### src/rtl/sdl_pkg.sv
package sdl_pkg;
  localparam int SEL_W = 4;

  typedef enum logic [SEL_W-1:0] {
    SEL_A_XFER = 4'b0000,  // code -> A, buffer -> B
    SEL_BUF    = 4'b0001,
    SEL_B      = 4'b1000,
    SEL_CTRL   = 4'b1001
  } sel_e;

  localparam int CTRL_SPEED_BIT = 0;
  localparam int CTRL_PWRDN_BIT = 1;
endpackage

### src/rtl/sdl_sync_edge.sv
module sdl_sync_edge #(
  parameter int          N       = 3,
  parameter int          STAGES  = 2,
  parameter logic [N-1:0] RST_VAL = '0
) (
  input  logic         clk_i,
  input  logic         rst_ni,
  input  logic [N-1:0] async_i,
  output logic [N-1:0] lvl_o,
  output logic [N-1:0] rise_o,
  output logic [N-1:0] fall_o
);
  for (genvar g = 0; g < N; g++) begin : g_bit
    logic [STAGES-1:0] sh_q;
    logic              prev_q;

    always_ff @(posedge clk_i or negedge rst_ni) begin
      if (!rst_ni) begin
        sh_q   <= {STAGES{RST_VAL[g]}};
        prev_q <= RST_VAL[g];
      end else begin
        sh_q   <= {sh_q[STAGES-2:0], async_i[g]};
        prev_q <= sh_q[STAGES-1];
      end
    end

    assign lvl_o[g]  = sh_q[STAGES-1];
    assign rise_o[g] = sh_q[STAGES-1] & ~prev_q;
    assign fall_o[g] = ~sh_q[STAGES-1] & prev_q;
  end
endmodule

### src/rtl/sdl_framer.sv
module sdl_framer #(
  parameter int WORD_W = 16,
  localparam int CNT_W = $clog2(WORD_W + 1)
) (
  input  logic              clk_i,
  input  logic              rst_ni,
  input  logic              cs_lvl_i,
  input  logic              cs_fall_i,
  input  logic              cs_rise_i,
  input  logic              sclk_fall_i,
  input  logic              din_i,
  output logic              commit_o,
  output logic [WORD_W-1:0] word_o
);
  logic              active_q;
  logic [CNT_W-1:0]  cnt_q;
  logic [WORD_W-1:0] shreg_q, shreg_nxt, padded;
  logic              commit_q;
  logic [WORD_W-1:0] word_q;

  assign shreg_nxt = {shreg_q[WORD_W-2:0], din_i};
  // short frame: left-align received bits, zero the rest
  assign padded    = shreg_q << (CNT_W'(WORD_W) - cnt_q);

  always_ff @(posedge clk_i or negedge rst_ni) begin
    if (!rst_ni) begin
      active_q <= 1'b0;
      cnt_q    <= '0;
      shreg_q  <= '0;
      commit_q <= 1'b0;
      word_q   <= '0;
    end else begin
      commit_q <= 1'b0;
      if (cs_fall_i) begin
        active_q <= 1'b1;
        cnt_q    <= '0;
        shreg_q  <= '0;
      end else if (cs_rise_i) begin
        if (active_q && cnt_q != '0) begin
          commit_q <= 1'b1;
          word_q   <= padded;
        end
        active_q <= 1'b0;
      end else if (active_q && !cs_lvl_i && sclk_fall_i) begin
        shreg_q <= shreg_nxt;
        cnt_q   <= cnt_q + 1'b1;
        if (cnt_q == CNT_W'(WORD_W - 1)) begin
          commit_q <= 1'b1;
          word_q   <= shreg_nxt;
          active_q <= 1'b0;
        end
      end
    end
  end

  assign commit_o = commit_q;
  assign word_o   = word_q;
endmodule

### src/rtl/sdl_latches.sv
module sdl_latches
  import sdl_pkg::*;
#(
  parameter int DATA_W = 8,
  parameter int PAD_W  = 4,
  localparam int WORD_W = SEL_W + DATA_W + PAD_W
) (
  input  logic              clk_i,
  input  logic              rst_ni,
  input  logic              commit_i,
  input  logic [WORD_W-1:0] word_i,
  output logic [DATA_W-1:0] dac_a_o,
  output logic [DATA_W-1:0] dac_b_o,
  output logic [DATA_W-1:0] buf_o,
  output logic              speed_o,
  output logic              pwrdn_o
);
  logic [SEL_W-1:0]  sel;
  logic [DATA_W-1:0] code;
  logic              unused_pad;

  assign sel        = word_i[WORD_W-1 -: SEL_W];
  assign code       = word_i[PAD_W +: DATA_W];
  assign unused_pad = ^word_i[PAD_W-1:0];

  always_ff @(posedge clk_i or negedge rst_ni) begin
    if (!rst_ni) begin
      dac_a_o <= '0;
      dac_b_o <= '0;
      buf_o   <= '0;
      speed_o <= 1'b0;
      pwrdn_o <= 1'b0;
    end else if (commit_i) begin
      case (sel)
        SEL_A_XFER: begin
          dac_a_o <= code;
          dac_b_o <= buf_o;
        end
        SEL_BUF:  buf_o   <= code;
        SEL_B:    dac_b_o <= code;
        SEL_CTRL: begin
          speed_o <= code[CTRL_SPEED_BIT];
          pwrdn_o <= code[CTRL_PWRDN_BIT];
        end
        default: ;
      endcase
    end
  end
endmodule

### src/rtl/sdl_word_loader.sv
module sdl_word_loader
  import sdl_pkg::*;
#(
  parameter int DATA_W      = 8,
  parameter int PAD_W       = 4,
  parameter int SYNC_STAGES = 2,
  localparam int WORD_W = SEL_W + DATA_W + PAD_W
) (
  input  logic              clk_i,
  input  logic              rst_ni,
  input  logic              cs_ni,
  input  logic              sclk_i,
  input  logic              din_i,
  output logic [DATA_W-1:0] dac_a_o,
  output logic [DATA_W-1:0] dac_b_o,
  output logic [DATA_W-1:0] buf_o,
  output logic              speed_o,
  output logic              pwrdn_o
);
  // bit 2 = cs (idles high), 1 = sclk, 0 = din
  logic [2:0] lvl, rise, fall;
  logic              frame_commit;
  logic [WORD_W-1:0] frame_word;
  logic              unused_edges;

  assign unused_edges = rise[1] ^ rise[0] ^ fall[0] ^ lvl[1];

  sdl_sync_edge #(
    .N      (3),
    .STAGES (SYNC_STAGES),
    .RST_VAL(3'b100)
  ) i_sync (
    .clk_i  (clk_i),
    .rst_ni (rst_ni),
    .async_i({cs_ni, sclk_i, din_i}),
    .lvl_o  (lvl),
    .rise_o (rise),
    .fall_o (fall)
  );

  sdl_framer #(
    .WORD_W(WORD_W)
  ) i_framer (
    .clk_i      (clk_i),
    .rst_ni     (rst_ni),
    .cs_lvl_i   (lvl[2]),
    .cs_fall_i  (fall[2]),
    .cs_rise_i  (rise[2]),
    .sclk_fall_i(fall[1]),
    .din_i      (lvl[0]),
    .commit_o   (frame_commit),
    .word_o     (frame_word)
  );

  sdl_latches #(
    .DATA_W(DATA_W),
    .PAD_W (PAD_W)
  ) i_latches (
    .clk_i   (clk_i),
    .rst_ni  (rst_ni),
    .commit_i(frame_commit),
    .word_i  (frame_word),
    .dac_a_o (dac_a_o),
    .dac_b_o (dac_b_o),
    .buf_o   (buf_o),
    .speed_o (speed_o),
    .pwrdn_o (pwrdn_o)
  );
endmodule

### config.mk
export PLATFORM = sky130hd
export DESIGN_NAME = sdl_word_loader
export DESIGN_NICKNAME = d
export VERILOG_FILES = /design/src/rtl/sdl_pkg.sv /design/src/rtl/sdl_sync_edge.sv /design/src/rtl/sdl_framer.sv /design/src/rtl/sdl_latches.sv /design/src/rtl/sdl_word_loader.sv
export SDC_FILE = /design/constraint.sdc
export NUM_CORES = 1
export LEC_CHECK = 0
export BUFFER_PORTS_ARGS = -buffer_cell sky130_fd_sc_hd__buf_2
export CORE_MARGIN = 2
export CORE_UTILIZATION = 50
export DETAILED_ROUTE_END_ITERATION = 10
export PLACE_DENSITY_LB_ADDON = 0.25
export SKIP_LAST_GASP = 1
export SLEW_MARGIN = 20
export SYNTH_ARGS = -nofsm -noshare
export SYNTH_HDL_FRONTEND = slang
export SYNTH_SLANG_ARGS = --single-unit
### constraint.sdc
create_clock -name clk_i -period 2.35 [get_ports clk_i]
set_clock_uncertainty 0.1 [all_clocks]
set_input_delay 0.1175 -clock clk_i [delete_from_list [all_inputs] [get_ports clk_i]]
set_output_delay 0.1175 -clock clk_i [all_outputs]
set_load 0.005 [all_outputs]
======== Word level (Yosys, flattened, before mapping) ========
Cells that the tools add are included.
storage, ports and cells
  flip-flop bits (word level) ............. 73
  bits of input ports ..................... 5
  output and inout port bits .............. 26
  logic and storage cells ................. 70
operators by class
  add/subtract/negate cells ............... 2
  equal/unequal tests ..................... 6
  shift-type cells ........................ 1
  mux-type cells .......................... 20
  bitwise logic cells ..................... 7
  reductions and logical operators ........ 19
operators by type and width
  kind                   count
  $mux W16               7
  $pmux W8 S2            1
  $shl A16 B5 Y16        1
  $mux W5                3
  $reduce_and A2 Y1      6
  $mux W1                9
  $eq A4 B4 Y1 const B   2
  $reduce_bool A2 Y1     4
  $reduce_bool A3 Y1     2
  $add A5 B1 Y5 const B  1
  $eq A5 B4 Y1 const B   1
  $reduce_bool A5 Y1     1
  $sub A5 B5 Y5 const A  1
  $eq A4 B1 Y1 const B   1
  $logic_not A4 Y1       1
  $not A1 Y1             4
  $reduce_and A4 Y1      1
  $and A1 B1 Y1          3
  $logic_and A1 B1 Y1    3
  $ne A2 B1 Y1 const B   1
  $ne A2 B2 Y1 const B   1
  $logic_not A1 Y1       1

======== Longest topological paths before layout ========
Gate-level depths: netlist (run 1).
  depth in word-level cells ............... 6
  gate-level depth with buffers ........... 12
  gate-level depth less buffers ........... 10

======== Hierarchy ========
Synthesis (run 1) repeated with hierarchy kept, for this count alone.
unflattened totals
  cells, all modules ...................... 340
  area total of the unflattened synthesis .. 3772.4 um^2
by module, submodules not included
  module         instances  cells each  area an instance (um^2)  seq. area each (um^2)
  sdl_framer     1          242         2407.3                   975.9
  sdl_latches    1          80          1076.0                   650.6
  sdl_sync_edge  1          18          289.0                    229.0

======== Least setup slack after synthesis (run 1) ========
OpenSTA, ideal clock, no wires.
  path kind ............................... register to register
  start ................................... reg i_framer.cnt_q[0]
  end ..................................... reg i_framer.word_q[15], in the netlist i_framer.word_o[15]
  setup time .............................. 0.138 ns
  arrival time ............................ 2.344 ns
  data required time ...................... 2.112 ns
  setup slack ............................. -0.232 ns
  cell stages (with the launch flop) ...... 10
  buffers on the path ..................... 3
  clock period less this slack ............ 2.582 ns
  cells stage by stage .................... dfrtp_1 buf_6 inv_1 buf_2 ha_1 buf_6 mux2_2 mux4_2 a21oi_1 o221ai_1
on the way
  word-level cells in the longest chain between the ends .. 4
  elaborated cells between the ends (all ways) .. 10
  classes of those cells .................. add/sub (1); eq/ne (2); shift (1); mux (2); reduce/logical (4)
RTL lines
  element                                                        RTL line                            RTL
  from (decl)                                                    sdl_framer.sv:16                    logic [CNT_W-1:0] cnt_q;
  from (signal assigned)                                         sdl_framer.sv:46                    cnt_q <= cnt_q + 1'b1;
  $sub A5 B5 Y5 / $reduce_bool A5 Y1 (equally long branches)     sdl_framer.sv:23, sdl_framer.sv:39
  $shl A16 B5 Y16 / $logic_and A1 B1 Y1 (equally long branches)  sdl_framer.sv:23, sdl_framer.sv:39
  $mux W16 / $ne A2 B2 Y1 (equally long branches)                --
  $mux W16 / $reduce_and A4 Y1 (equally long branches)           --
  to (signal assigned)                                           sdl_framer.sv:41                    word_q <= padded;
  to (signal assigned)                                           sdl_framer.sv:49                    word_q <= shreg_nxt;
  to (decl)                                                      sdl_framer.sv:19                    logic [WORD_W-1:0] word_q;
Several ways; a longest one is shown, not always the timed one. The select of a mux whose other input is x is not followed.
A chain may end at the register's enable or synchronous reset.

======== Worst setup path in the final report (run 1) ========
Ends and elaborated chain as after synthesis.

==> results of run 1 <==
## where the power goes
group,internal [mW],switching [mW],leakage (nW)
Clock,0.578,0.444,0.110
Sequential,1.43,0.197,0.900
Combinational,0.375,0.333,0.867
Total,2.39,0.974,1.88
## per-stage QoR
stage / cell area, um2 / setup TNS (ns) / setup WS [ns]
after CTS: 4205 / 0 / 0.1474
final: 4208 / 0 / 0.1689
after floorplan: 3597 / -0.03986 / -0.03986
after detailed placement: 3953 / 0 / 0.1666
after global placement: 3953 / 0 / 0.1383
after global routing: 4208 / 0 / 0.05582
## timing repair
item                       CTS  global route
hold endpoints to repair    30             0
setup endpoints to repair    0             3
hold buffers                 4             0
gates resized for setup      0             1
## synth_stat cells, types with 2 or more instances
library cell | instances | share of area (%)
sky130_fd_sc_hd__dfrtp_1 | 66 | 46
sky130_fd_sc_hd__o22a_1 | 4 | 0.98
sky130_fd_sc_hd__buf_6 | 3 | 0.95
sky130_fd_sc_hd__nor4_1 | 2 | 0.35
sky130_fd_sc_hd__a31o_2 | 2 | 0.49
sky130_fd_sc_hd__o21ai_0 | 8 | 1.1
sky130_fd_sc_hd__a21oi_1 | 35 | 4.9
sky130_fd_sc_hd__and3_1 | 3 | 0.53
sky130_fd_sc_hd__nand4_1 | 4 | 0.70
sky130_fd_sc_hd__inv_1 | 7 | 0.74
sky130_fd_sc_hd__xor2_1 | 2 | 0.49
sky130_fd_sc_hd__mux2_2 | 24 | 7.6
sky130_fd_sc_hd__and2_1 | 4 | 0.70
sky130_fd_sc_hd__ha_1 | 4 | 1.4
sky130_fd_sc_hd__dfstp_2 | 3 | 2.2
sky130_fd_sc_hd__xor2_2 | 2 | 0.91
sky130_fd_sc_hd__mux4_2 | 7 | 4.4
sky130_fd_sc_hd__buf_2 | 6 | 0.84
sky130_fd_sc_hd__a2bb2oi_1 | 3 | 0.74
sky130_fd_sc_hd__a31oi_1 | 6 | 1.1
sky130_fd_sc_hd__nand3b_1 | 2 | 0.42
sky130_fd_sc_hd__nand2b_1 | 2 | 0.35
sky130_fd_sc_hd__mux2i_1 | 16 | 4.5
sky130_fd_sc_hd__or3_1 | 4 | 0.70
sky130_fd_sc_hd__nor2_1 | 27 | 2.8
sky130_fd_sc_hd__clkbuf_1 | 8 | 0.84
sky130_fd_sc_hd__nand2_1 | 61 | 6.4
sky130_fd_sc_hd__xnor2_1 | 2 | 0.49
sky130_fd_sc_hd__nand3_1 | 3 | 0.42
## metal layers
layer	vias up	GRT usage, %	wire [um]
li1	1298	-	-
met1	1290	29.34	3477
met2	70	33.15	3498
met3	9	5.597	366
met4	0	8.402	116
met5	-	0	0
## kinds of logic after synthesis
kind of cell             synth area share (%)
AO/OA/AOI/OAI                           11.51
buffers and inverters                   3.580
adder cells (fa/ha/maj)                 1.404
AND/OR/NAND/NOR                         16.57
flip-flops                              48.54
XOR/XNOR                                1.896
multiplexers                            16.50
## flip-flops by register name (all words and copies together), names as in the netlist
signal and count:
i_sync.g_bit.prev_q 2, i_framer.cnt_q 5, i_framer.commit_o 1, i_latches.dac_b_o 8, i_framer.active_q 1, i_framer.word_o 12, i_latches.speed_o 1, i_sync.g_bit.sh_q 6
i_latches.pwrdn_o 1, i_framer.shreg_q 16, i_latches.buf_o 8, i_latches.dac_a_o 8
## cell usage in the layout (no fill, tap or decap), drive strengths merged, types with 6 or more instances in the layout
cell type,n
dfrtp,66
nand2,62
buf,52
a21oi,35
nor2,27
mux2,24
mux2i,16
clkbuf,13
o21ai,8
mux4,7
inv,7
a31oi,6
## worst min-delay path by stage
stage	startpoint	endpoint	slack, ns	cells past startpoint
floorplan	rst_ni	i_framer.active_q	-0.28	0
global placement	rst_ni	i_latches.dac_b_o[1]	0.07	1
detailed placement	rst_ni	i_latches.dac_b_o[0]	0.08	1
CTS	rst_ni	i_framer.word_o[6]	0.24	2
global route	i_sync.g_bit[2].sh_q[0]	i_sync.g_bit[2].sh_q[1]	0.26	0
finish	rst_ni	i_latches.dac_b_o[0]	0.23	2
## critical path, stage by stage (launching register included)
cell and delay [ns]:
sky130_fd_sc_hd__dfrtp_1 0.41, sky130_fd_sc_hd__inv_4 0.05, sky130_fd_sc_hd__ha_4 0.31, sky130_fd_sc_hd__buf_4 0.24
sky130_fd_sc_hd__mux2i_1 0.37, sky130_fd_sc_hd__mux4_2 0.31, sky130_fd_sc_hd__nor2_1 0.05, sky130_fd_sc_hd__a21oi_2 0.12
sky130_fd_sc_hd__o221ai_1 0.10
## cell type report
type                            count  area [um2]
Clock inverter                      3       43.79
Timing Repair Buffer               56       367.9
Multi-Input combinational cell    247        1748
Inverter                            7       28.78
Tap cell                           96       120.1
Fill cell                         596        2624
Clock buffer                       13       168.9
Sequential cell                    69        1730
==> impl_metrics.xml, run 1 <==
<?xml version="1.0" encoding="UTF-8"?>
<metrics>
  <group name="synthesis">
    <metric name="yosysWarningCount" unit="">0</metric>
    <metric name="synth_edf_count" unit="">0</metric>
    <metric name="synth_cells" unit="">341</metric>
    <metric name="synth-seq-cells" unit="">69</metric>
    <metric name="postSynth.asyncResetShare" unit="%">100.0</metric>
    <metric name="synth_cell_type_count" unit="">50</metric>
    <metric name="synth_nets" unit="">350</metric>
    <metric name="cell_area_synth" unit="mm2">0.003565</metric>
    <metric name="post_synth.cell_area_avg" unit="um2">10.45</metric>
    <metric name="synth_ff_type" unit="">sky130_fd_sc_hd__dfrtp_1</metric>
    <metric name="synth-seq-area-share" unit="%">48.54</metric>
  </group>
  <group name="cells_and_area">
    <metric name="drive_above_1_share" unit="%">29.87</metric>
    <metric name="antenna_cells_inserted" unit="">0</metric>
    <metric name="layoutNonFillerInstCount" unit="">491</metric>
    <metric name="final_net_count" unit="">399</metric>
    <metric name="area_delta_synth_final" unit="%">18.04</metric>
    <metric name="share_of_the_core_filled_with_cells_in_the_final_layout" unit="%">61.59</metric>
  </group>
  <group name="sta">
    <metric name="timing_worst_slew_pin_value" unit="ns">0.6534</metric>
    <metric name="max_slew_violation_count" unit="">0</metric>
    <metric name="achievable-frequency" unit="GHz">0.4585</metric>
    <metric name="slew-limit-headroom" unit="%">56.44</metric>
    <metric name="final.min_clock_period" unit="ns">2.181</metric>
    <metric name="hold_viol" unit="">0</metric>
    <metric name="finalSetupViolCount" unit="">0</metric>
    <metric name="fin_hold_ws" unit="ns">0.2349</metric>
    <metric name="crit_share_post_route" unit="%">92.81</metric>
    <metric name="rsz0062_at_grt" unit="">false</metric>
  </group>
  <group name="power_and_ir_drop">
    <metric name="cellLeakagePower" unit="nW">1.877</metric>
    <metric name="vdd_drop_max" unit="mV">0.5019</metric>
    <metric name="total_design_power" unit="mW">3.360</metric>
    <metric name="power_density" unit="mW/mm2">798.5</metric>
  </group>
  <group name="global_route">
    <metric name="grtUsageTotal" unit="%">21.52</metric>
    <metric name="grt_start_max_net_pins" unit="">43</metric>
    <metric name="global_route_wire_length_before_repair" unit="um">12640</metric>
    <metric name="antenna_violations_before_repair" unit="">0</metric>
    <metric name="first_global_vias" unit="">2549</metric>
    <metric name="global_route.overflow_total" unit="">0</metric>
  </group>
  <group name="drt">
    <metric name="vias_per_cell" unit="">5.432</metric>
    <metric name="number_of_remaining_drc_errors" unit="">0</metric>
    <metric name="routed_wire_length_per_instance" unit="um">15.19</metric>
    <metric name="drt-pass1-iter-count" unit="">4</metric>
    <metric name="antenna_left" unit="">0</metric>
    <metric name="routed-via-count" unit="">2667</metric>
    <metric name="postRouteWirelength" unit="um">7459</metric>
    <metric name="drc_marker_count_from_the_first_detailed_route_iteration" unit="">175</metric>
  </group>
  <group name="clock_network">
    <metric name="cts_root_buf" unit="">sky130_fd_sc_hd__clkbuf_8</metric>
    <metric name="cts-buffers-inserted" unit="">9</metric>
    <metric name="clock_path_buffers" unit="">2</metric>
    <metric name="htreeDepth" unit="">3</metric>
    <metric name="clkLatencyLatePin" unit="ns">0.35</metric>
    <metric name="cts_tree" unit="">yes</metric>
    <metric name="post-cts-setup-buffers" unit="">0</metric>
    <metric name="cts.reportedPaths.clkPinSlew" unit="ns">0.07</metric>
    <metric name="cts_num_sinks" unit="">69</metric>
  </group>
  <group name="place">
    <metric name="dp_hpwl" unit="um">5428</metric>
    <metric name="place_congestion" unit="">0.9165</metric>
    <metric name="dp_cell_count" unit="">471</metric>
    <metric name="buffer_ports.inserted" unit="">30</metric>
  </group>
  <group name="setup_path">
    <metric name="startpoint_type" unit="">flip-flop</metric>
    <metric name="crit_arrival" unit="ns">2.30</metric>
    <metric name="worst_setup_path_startpoint" unit="">i_framer.cnt_q[0]</metric>
    <metric name="worst_setup_path_end_kind" unit="">flip-flop</metric>
    <metric name="critical_path_required" unit="ns">2.47</metric>
    <metric name="critical_path.reg2reg.endpoint" unit="">i_framer.word_o[15]</metric>
    <metric name="r2r_start" unit="">i_framer.cnt_q[0]</metric>
    <metric name="timing_worst_setup_path_type" unit="">reg2reg</metric>
    <metric name="timing.critical_path.to" unit="">i_framer.word_o[15]</metric>
    <metric name="cp_max_fo" unit="">15</metric>
    <metric name="timing.reg2reg.worst_path_depth" unit="">8</metric>
    <metric name="reg2reg_setup_slack" unit="ns">0.17</metric>
  </group>
  <group name="floorplan">
    <metric name="i_o_pins" unit="">31</metric>
    <metric name="die_h" unit="um">88.44</metric>
    <metric name="die_width" unit="um">88.44</metric>
    <metric name="floorplan.initialDensity" unit="%">52.18</metric>
    <metric name="placementRows" unit="">30</metric>
    <metric name="die_area" unit="mm2">0.007821</metric>
    <metric name="core_region_area" unit="mm2">0.006832</metric>
  </group>
  <group name="run">
    <metric name="max-cap-violations" unit="">0</metric>
  </group>
  <group name="status">
    <metric name="run_status" unit="">completed</metric>
  </group>
  <group name="hold_path">
    <metric name="worstHoldPathType" unit="">in2async</metric>
  </group>
</metrics>
Note: power is estimated with default switching activity, not from simulation.
==> run 2: changes to the inputs <==
--- a/config.mk
+++ b/config.mk
@@ -5,11 +5,13 @@
 export SDC_FILE = /design/constraint.sdc
 export NUM_CORES = 1
 export LEC_CHECK = 0
+export ABC_AREA = 1
 export BUFFER_PORTS_ARGS = -buffer_cell sky130_fd_sc_hd__buf_2
 export CORE_MARGIN = 2
 export CORE_UTILIZATION = 50
 export DETAILED_ROUTE_END_ITERATION = 10
 export PLACE_DENSITY_LB_ADDON = 0.25
+export RECOVER_POWER = 50
 export SKIP_LAST_GASP = 1
 export SLEW_MARGIN = 20
 export SYNTH_ARGS = -nofsm -noshare
==> run 2 against run 1 <==
Die area decreased by 0.87%; synthesized area decreased by 0.91%; critical path depth increased by 3; maximum frequency increased by 5.3%; routed wire length increased by 2.0%; global-route usage increased by 0.39 points; combinational power increased by 22%; critical path type unchanged; critical endpoint is now i_framer.word_o[4]; highest routed layer unchanged.
==> impl_metrics.xml, run 2 <==
<?xml version="1.0" encoding="UTF-8"?>
<metrics>
  <group name="status">
    <metric name="run_status" unit="">completed</metric>
  </group>
  <group name="sta">
    <metric name="tns_setup" unit="ns">0</metric>
    <metric name="rsz0062_at_grt" unit="">false</metric>
    <metric name="final.min_clock_period" unit="ns">2.072</metric>
    <metric name="achievable-frequency" unit="GHz">0.4827</metric>
    <metric name="finalSetupViolCount" unit="">0</metric>
    <metric name="max_slew_violation_count" unit="">0</metric>
    <metric name="hold_viol" unit="">0</metric>
    <metric name="timing_worst_slew_pin_value" unit="ns">0.8841</metric>
    <metric name="slew-limit-headroom" unit="%">41.06</metric>
    <metric name="setup_slack" unit="ns">0.2782</metric>
    <metric name="crit_share_post_route" unit="%">88.16</metric>
  </group>
  <group name="synthesis">
    <metric name="synth_cells" unit="">448</metric>
    <metric name="yosysWarningCount" unit="">0</metric>
    <metric name="synth_most_common_cell" unit="">sky130_fd_sc_hd__nand2_1</metric>
    <metric name="synth-seq-area-share" unit="%">48.99</metric>
    <metric name="synth_top_cells_by_area" unit="">sky130_fd_sc_hd__dfrtp_1 (47%), sky130_fd_sc_hd__nand2_1 (13%), sky130_fd_sc_hd__nand3_1 (9.9%), sky130_fd_sc_hd__o21ai_0 (5.4%), sky130_fd_sc_hd__inv_1 (4.3%)</metric>
    <metric name="synth_edf_count" unit="">0</metric>
    <metric name="synth-seq-cells" unit="">69</metric>
    <metric name="postSynth.asyncResetShare" unit="%">100.0</metric>
    <metric name="synth_top_area_share" unit="%">46.76</metric>
    <metric name="synth_nets" unit="">457</metric>
    <metric name="synth_top_cell_by_area" unit="">sky130_fd_sc_hd__dfrtp_1</metric>
    <metric name="cell_area_synth" unit="mm2">0.003532</metric>
    <metric name="post_synth.cell_area_avg" unit="um2">7.884</metric>
    <metric name="synth_ff_type" unit="">sky130_fd_sc_hd__dfrtp_1</metric>
    <metric name="synth_cell_type_count" unit="">30</metric>
    <metric name="ys_top_cells_by_count" unit="">sky130_fd_sc_hd__nand2_1 (124), sky130_fd_sc_hd__nand3_1 (70), sky130_fd_sc_hd__dfrtp_1 (66)</metric>
  </group>
  <group name="global_route">
    <metric name="grtUsageTotal" unit="%">21.91</metric>
    <metric name="global_route.overflow_total" unit="">0</metric>
    <metric name="global_route_wire_length_before_repair" unit="um">13270</metric>
    <metric name="global_route.usage.met1" unit="%">28.71</metric>
    <metric name="first_global_vias" unit="">2937</metric>
    <metric name="grt_busiest_layer" unit="">met2</metric>
    <metric name="groute.layer.met3.usage" unit="%">4.241</metric>
    <metric name="grt_start_max_net_pins" unit="">38</metric>
    <metric name="antenna_violations_before_repair" unit="">0</metric>
    <metric name="grt_use_met2" unit="%">35.54</metric>
  </group>
  <group name="clock_network">
    <metric name="cts_tree" unit="">yes</metric>
    <metric name="clock_path_buffers" unit="">2</metric>
    <metric name="cts_num_sinks" unit="">69</metric>
    <metric name="cts-buffers-inserted" unit="">9</metric>
    <metric name="clkLatencyLatePin" unit="ns">0.35</metric>
    <metric name="htreeDepth" unit="">3</metric>
    <metric name="cts.reportedPaths.clkPinSlew" unit="ns">0.07</metric>
    <metric name="cts_root_buf" unit="">sky130_fd_sc_hd__clkbuf_8</metric>
  </group>
  <group name="drt">
    <metric name="antenna_left" unit="">0</metric>
    <metric name="drt-pass1-iter-count" unit="">5</metric>
    <metric name="vias_per_cell" unit="">5.287</metric>
    <metric name="routed_wire_length_per_instance" unit="um">12.91</metric>
    <metric name="routed-via-count" unit="">3114</metric>
    <metric name="number_of_remaining_drc_errors" unit="">0</metric>
    <metric name="drc_marker_count_from_the_first_detailed_route_iteration" unit="">186</metric>
    <metric name="postRouteWirelength" unit="um">7605</metric>
  </group>
  <group name="cells_and_area">
    <metric name="area_delta_synth_final" unit="%">13.67</metric>
    <metric name="final_net_count" unit="">497</metric>
    <metric name="num-fill-cells" unit="">642</metric>
    <metric name="largest_reg_flops" unit="">16</metric>
    <metric name="ff_latch_area" unit="mm2">0.001730</metric>
    <metric name="drive_above_1_share" unit="%">15.62</metric>
    <metric name="share_of_the_core_filled_with_cells_in_the_final_layout" unit="%">58.77</metric>
    <metric name="antenna_cells_inserted" unit="">0</metric>
    <metric name="multiInputGateArea" unit="mm2">0.001521</metric>
    <metric name="layout.cells.most_common" unit="">sky130_fd_sc_hd__nand2_1</metric>
    <metric name="registers.top_by_ff_count" unit="">i_framer.shreg_q</metric>
    <metric name="layout.cells.most_common_list" unit="">sky130_fd_sc_hd__nand2_1 (124), sky130_fd_sc_hd__nand3_1 (70), sky130_fd_sc_hd__dfrtp_1 (66)</metric>
  </group>
  <group name="power_and_ir_drop">
    <metric name="total_design_power" unit="mW">3.403</metric>
    <metric name="net-switching-power" unit="mW">1.102</metric>
    <metric name="netSwitchingFraction" unit="%">32.37</metric>
    <metric name="comb_power_share" unit="%">25.3</metric>
    <metric name="p_clk_share" unit="%">27.7</metric>
    <metric name="power_density" unit="mW/mm2">847.6</metric>
    <metric name="vdd_drop_max" unit="mV">0.4392</metric>
    <metric name="p_int" unit="mW">2.302</metric>
    <metric name="cellLeakagePower" unit="nW">1.969</metric>
    <metric name="pwr-share-seq" unit="%">47.0</metric>
  </group>
  <group name="floorplan">
    <metric name="placementRows" unit="">30</metric>
    <metric name="die_area" unit="mm2">0.007753</metric>
    <metric name="core_region_area" unit="mm2">0.006832</metric>
    <metric name="i_o_pins" unit="">31</metric>
    <metric name="floorplan.initialDensity" unit="%">51.70</metric>
    <metric name="die_h" unit="um">88.05</metric>
    <metric name="die_width" unit="um">88.05</metric>
  </group>
  <group name="setup_path">
    <metric name="cp_max_fo" unit="">14</metric>
    <metric name="critical_path_required" unit="ns">2.51</metric>
    <metric name="crit_arrival" unit="ns">2.23</metric>
    <metric name="reg2reg_setup_slack" unit="ns">0.28</metric>
    <metric name="worst_setup_path_end_kind" unit="">flip-flop</metric>
    <metric name="timing_worst_setup_path_type" unit="">reg2reg</metric>
    <metric name="startpoint_type" unit="">flip-flop</metric>
  </group>
  <group name="place">
    <metric name="buffer_ports.inserted" unit="">30</metric>
    <metric name="place_congestion" unit="">0.9253</metric>
    <metric name="post_placement_setup_slack" unit="ns">0.2412</metric>
    <metric name="dp_hpwl" unit="um">5659</metric>
  </group>
  <group name="hold_path">
    <metric name="worstHoldPathType" unit="">reg2reg</metric>
  </group>
  <group name="run">
    <metric name="max-cap-violations" unit="">0</metric>
  </group>
</metrics>
-- run 2: cell count changes in the layout (fill, tap and decap cells not counted), sizes merged, moves of 5 or more --
cell / change
mux2i: -16
inv: +39
o31ai: +5
buf: -15
mux2: -24
nor2: +10
nand2: +65
a21oi: -20
mux4: -7
o21ai: +31
nand3: +67
-- run 2: worst max-delay path, cell delays in order, from the launching register on --
cell and delay [ns]:
sky130_fd_sc_hd__dfrtp_1 0.45, sky130_fd_sc_hd__inv_4 0.04, sky130_fd_sc_hd__ha_1 0.21, sky130_fd_sc_hd__nand2_1 0.10
sky130_fd_sc_hd__nor2_1 0.05, sky130_fd_sc_hd__ha_1 0.17, sky130_fd_sc_hd__nor2_1 0.13, sky130_fd_sc_hd__nor2_2 0.05
sky130_fd_sc_hd__nor2_1 0.16, sky130_fd_sc_hd__nand2_4 0.14, sky130_fd_sc_hd__buf_4 0.19, sky130_fd_sc_hd__a22oi_1 0.19
-- run 2: path summary, 6_finish.rpt --
check	start	end	depth (start not counted)
setup / recovery	i_framer.cnt_q[0]	i_framer.word_o[4]	11
hold / removal	i_sync.g_bit[1].sh_q[0]	i_sync.g_bit[1].sh_q[1]	0
setup reg to reg	i_framer.cnt_q[0]	i_framer.word_o[4]	11
hold reg to reg	i_sync.g_bit[1].sh_q[0]	i_sync.g_bit[1].sh_q[1]	0
max in group asynchronous	rst_ni	i_framer.word_o[10]	3
min in group asynchronous	rst_ni	i_framer.shreg_q[15]	3
-- run 2: routing by layer --
| layer | up-vias | wire length [um] |
|---|---|---|
| met4 | 0 | 171 |
| met5 | - | 0 |
| met3 | 17 | 337 |
| met1 | 1454 | 3553 |
| li1 | 1559 | - |
| met2 | 84 | 3542 |
-- run 2: power groups by stage --
| stage | registers, mW | logic (mW) | clock network [mW] |
|---|---|---|---|
| floorplan | 1.63 | 0.511 | 0 |
| detailed placement | 1.62 | 0.866 | 0 |
| global placement | 1.61 | 0.850 | 0 |
| CTS | 1.60 | 0.873 | 0.971 |
| global route | 1.63 | 1.01 | 1.02 |
| finish | 1.60 | 0.861 | 0.943 |
-- run 2: metrics by stage --
step | cell area, um2 | hold WS, ns | std cells
floorplan | 3532 | -0.2781 | 448
CTS | 4019 | 0.2487 | 589
global route | 4015 | 0.2604 | 589
finish | 4015 | 0.2547 | 589
global placement | 3781 | 0.07473 | 569
detailed placement | 3781 | 0.07818 | 569
-- run 2: kinds of logic (layout without fill, tap and decap cells) --
| kind of cell | after synthesis | in the layout | share of synthesized area (%) |
|---|---|---|---|
| AND/OR/NAND/NOR | 240 | 240 | 29.37 |
| AO/OA/AOI/OAI | 73 | 73 | 12.15 |
| flip-flops | 69 | 69 | 48.99 |
| buffers and inverters | 62 | 107 | 8.076 |
| adder cells (fa/ha/maj) | 4 | 4 | 1.417 |
-- run 2: area by class of cell --
cell class,instances,share of cell area (%)
clock inverter,7,1.839
timing repair buffer,46,6.762
tap,96,2.992
multi-input combinational,317,37.89
sequential,69,43.10
inverter,45,4.332
clock buffer,9,3.085
-- run 2: what timing repair did --
item / in CTS / in global routing
gates resized for setup: 0 / 1
hold buffers: 4 / 0
buffers inserted: 0 / 0
endpoints found under the setup margin: 0 / 1
hold endpoints to repair: 69 / 0
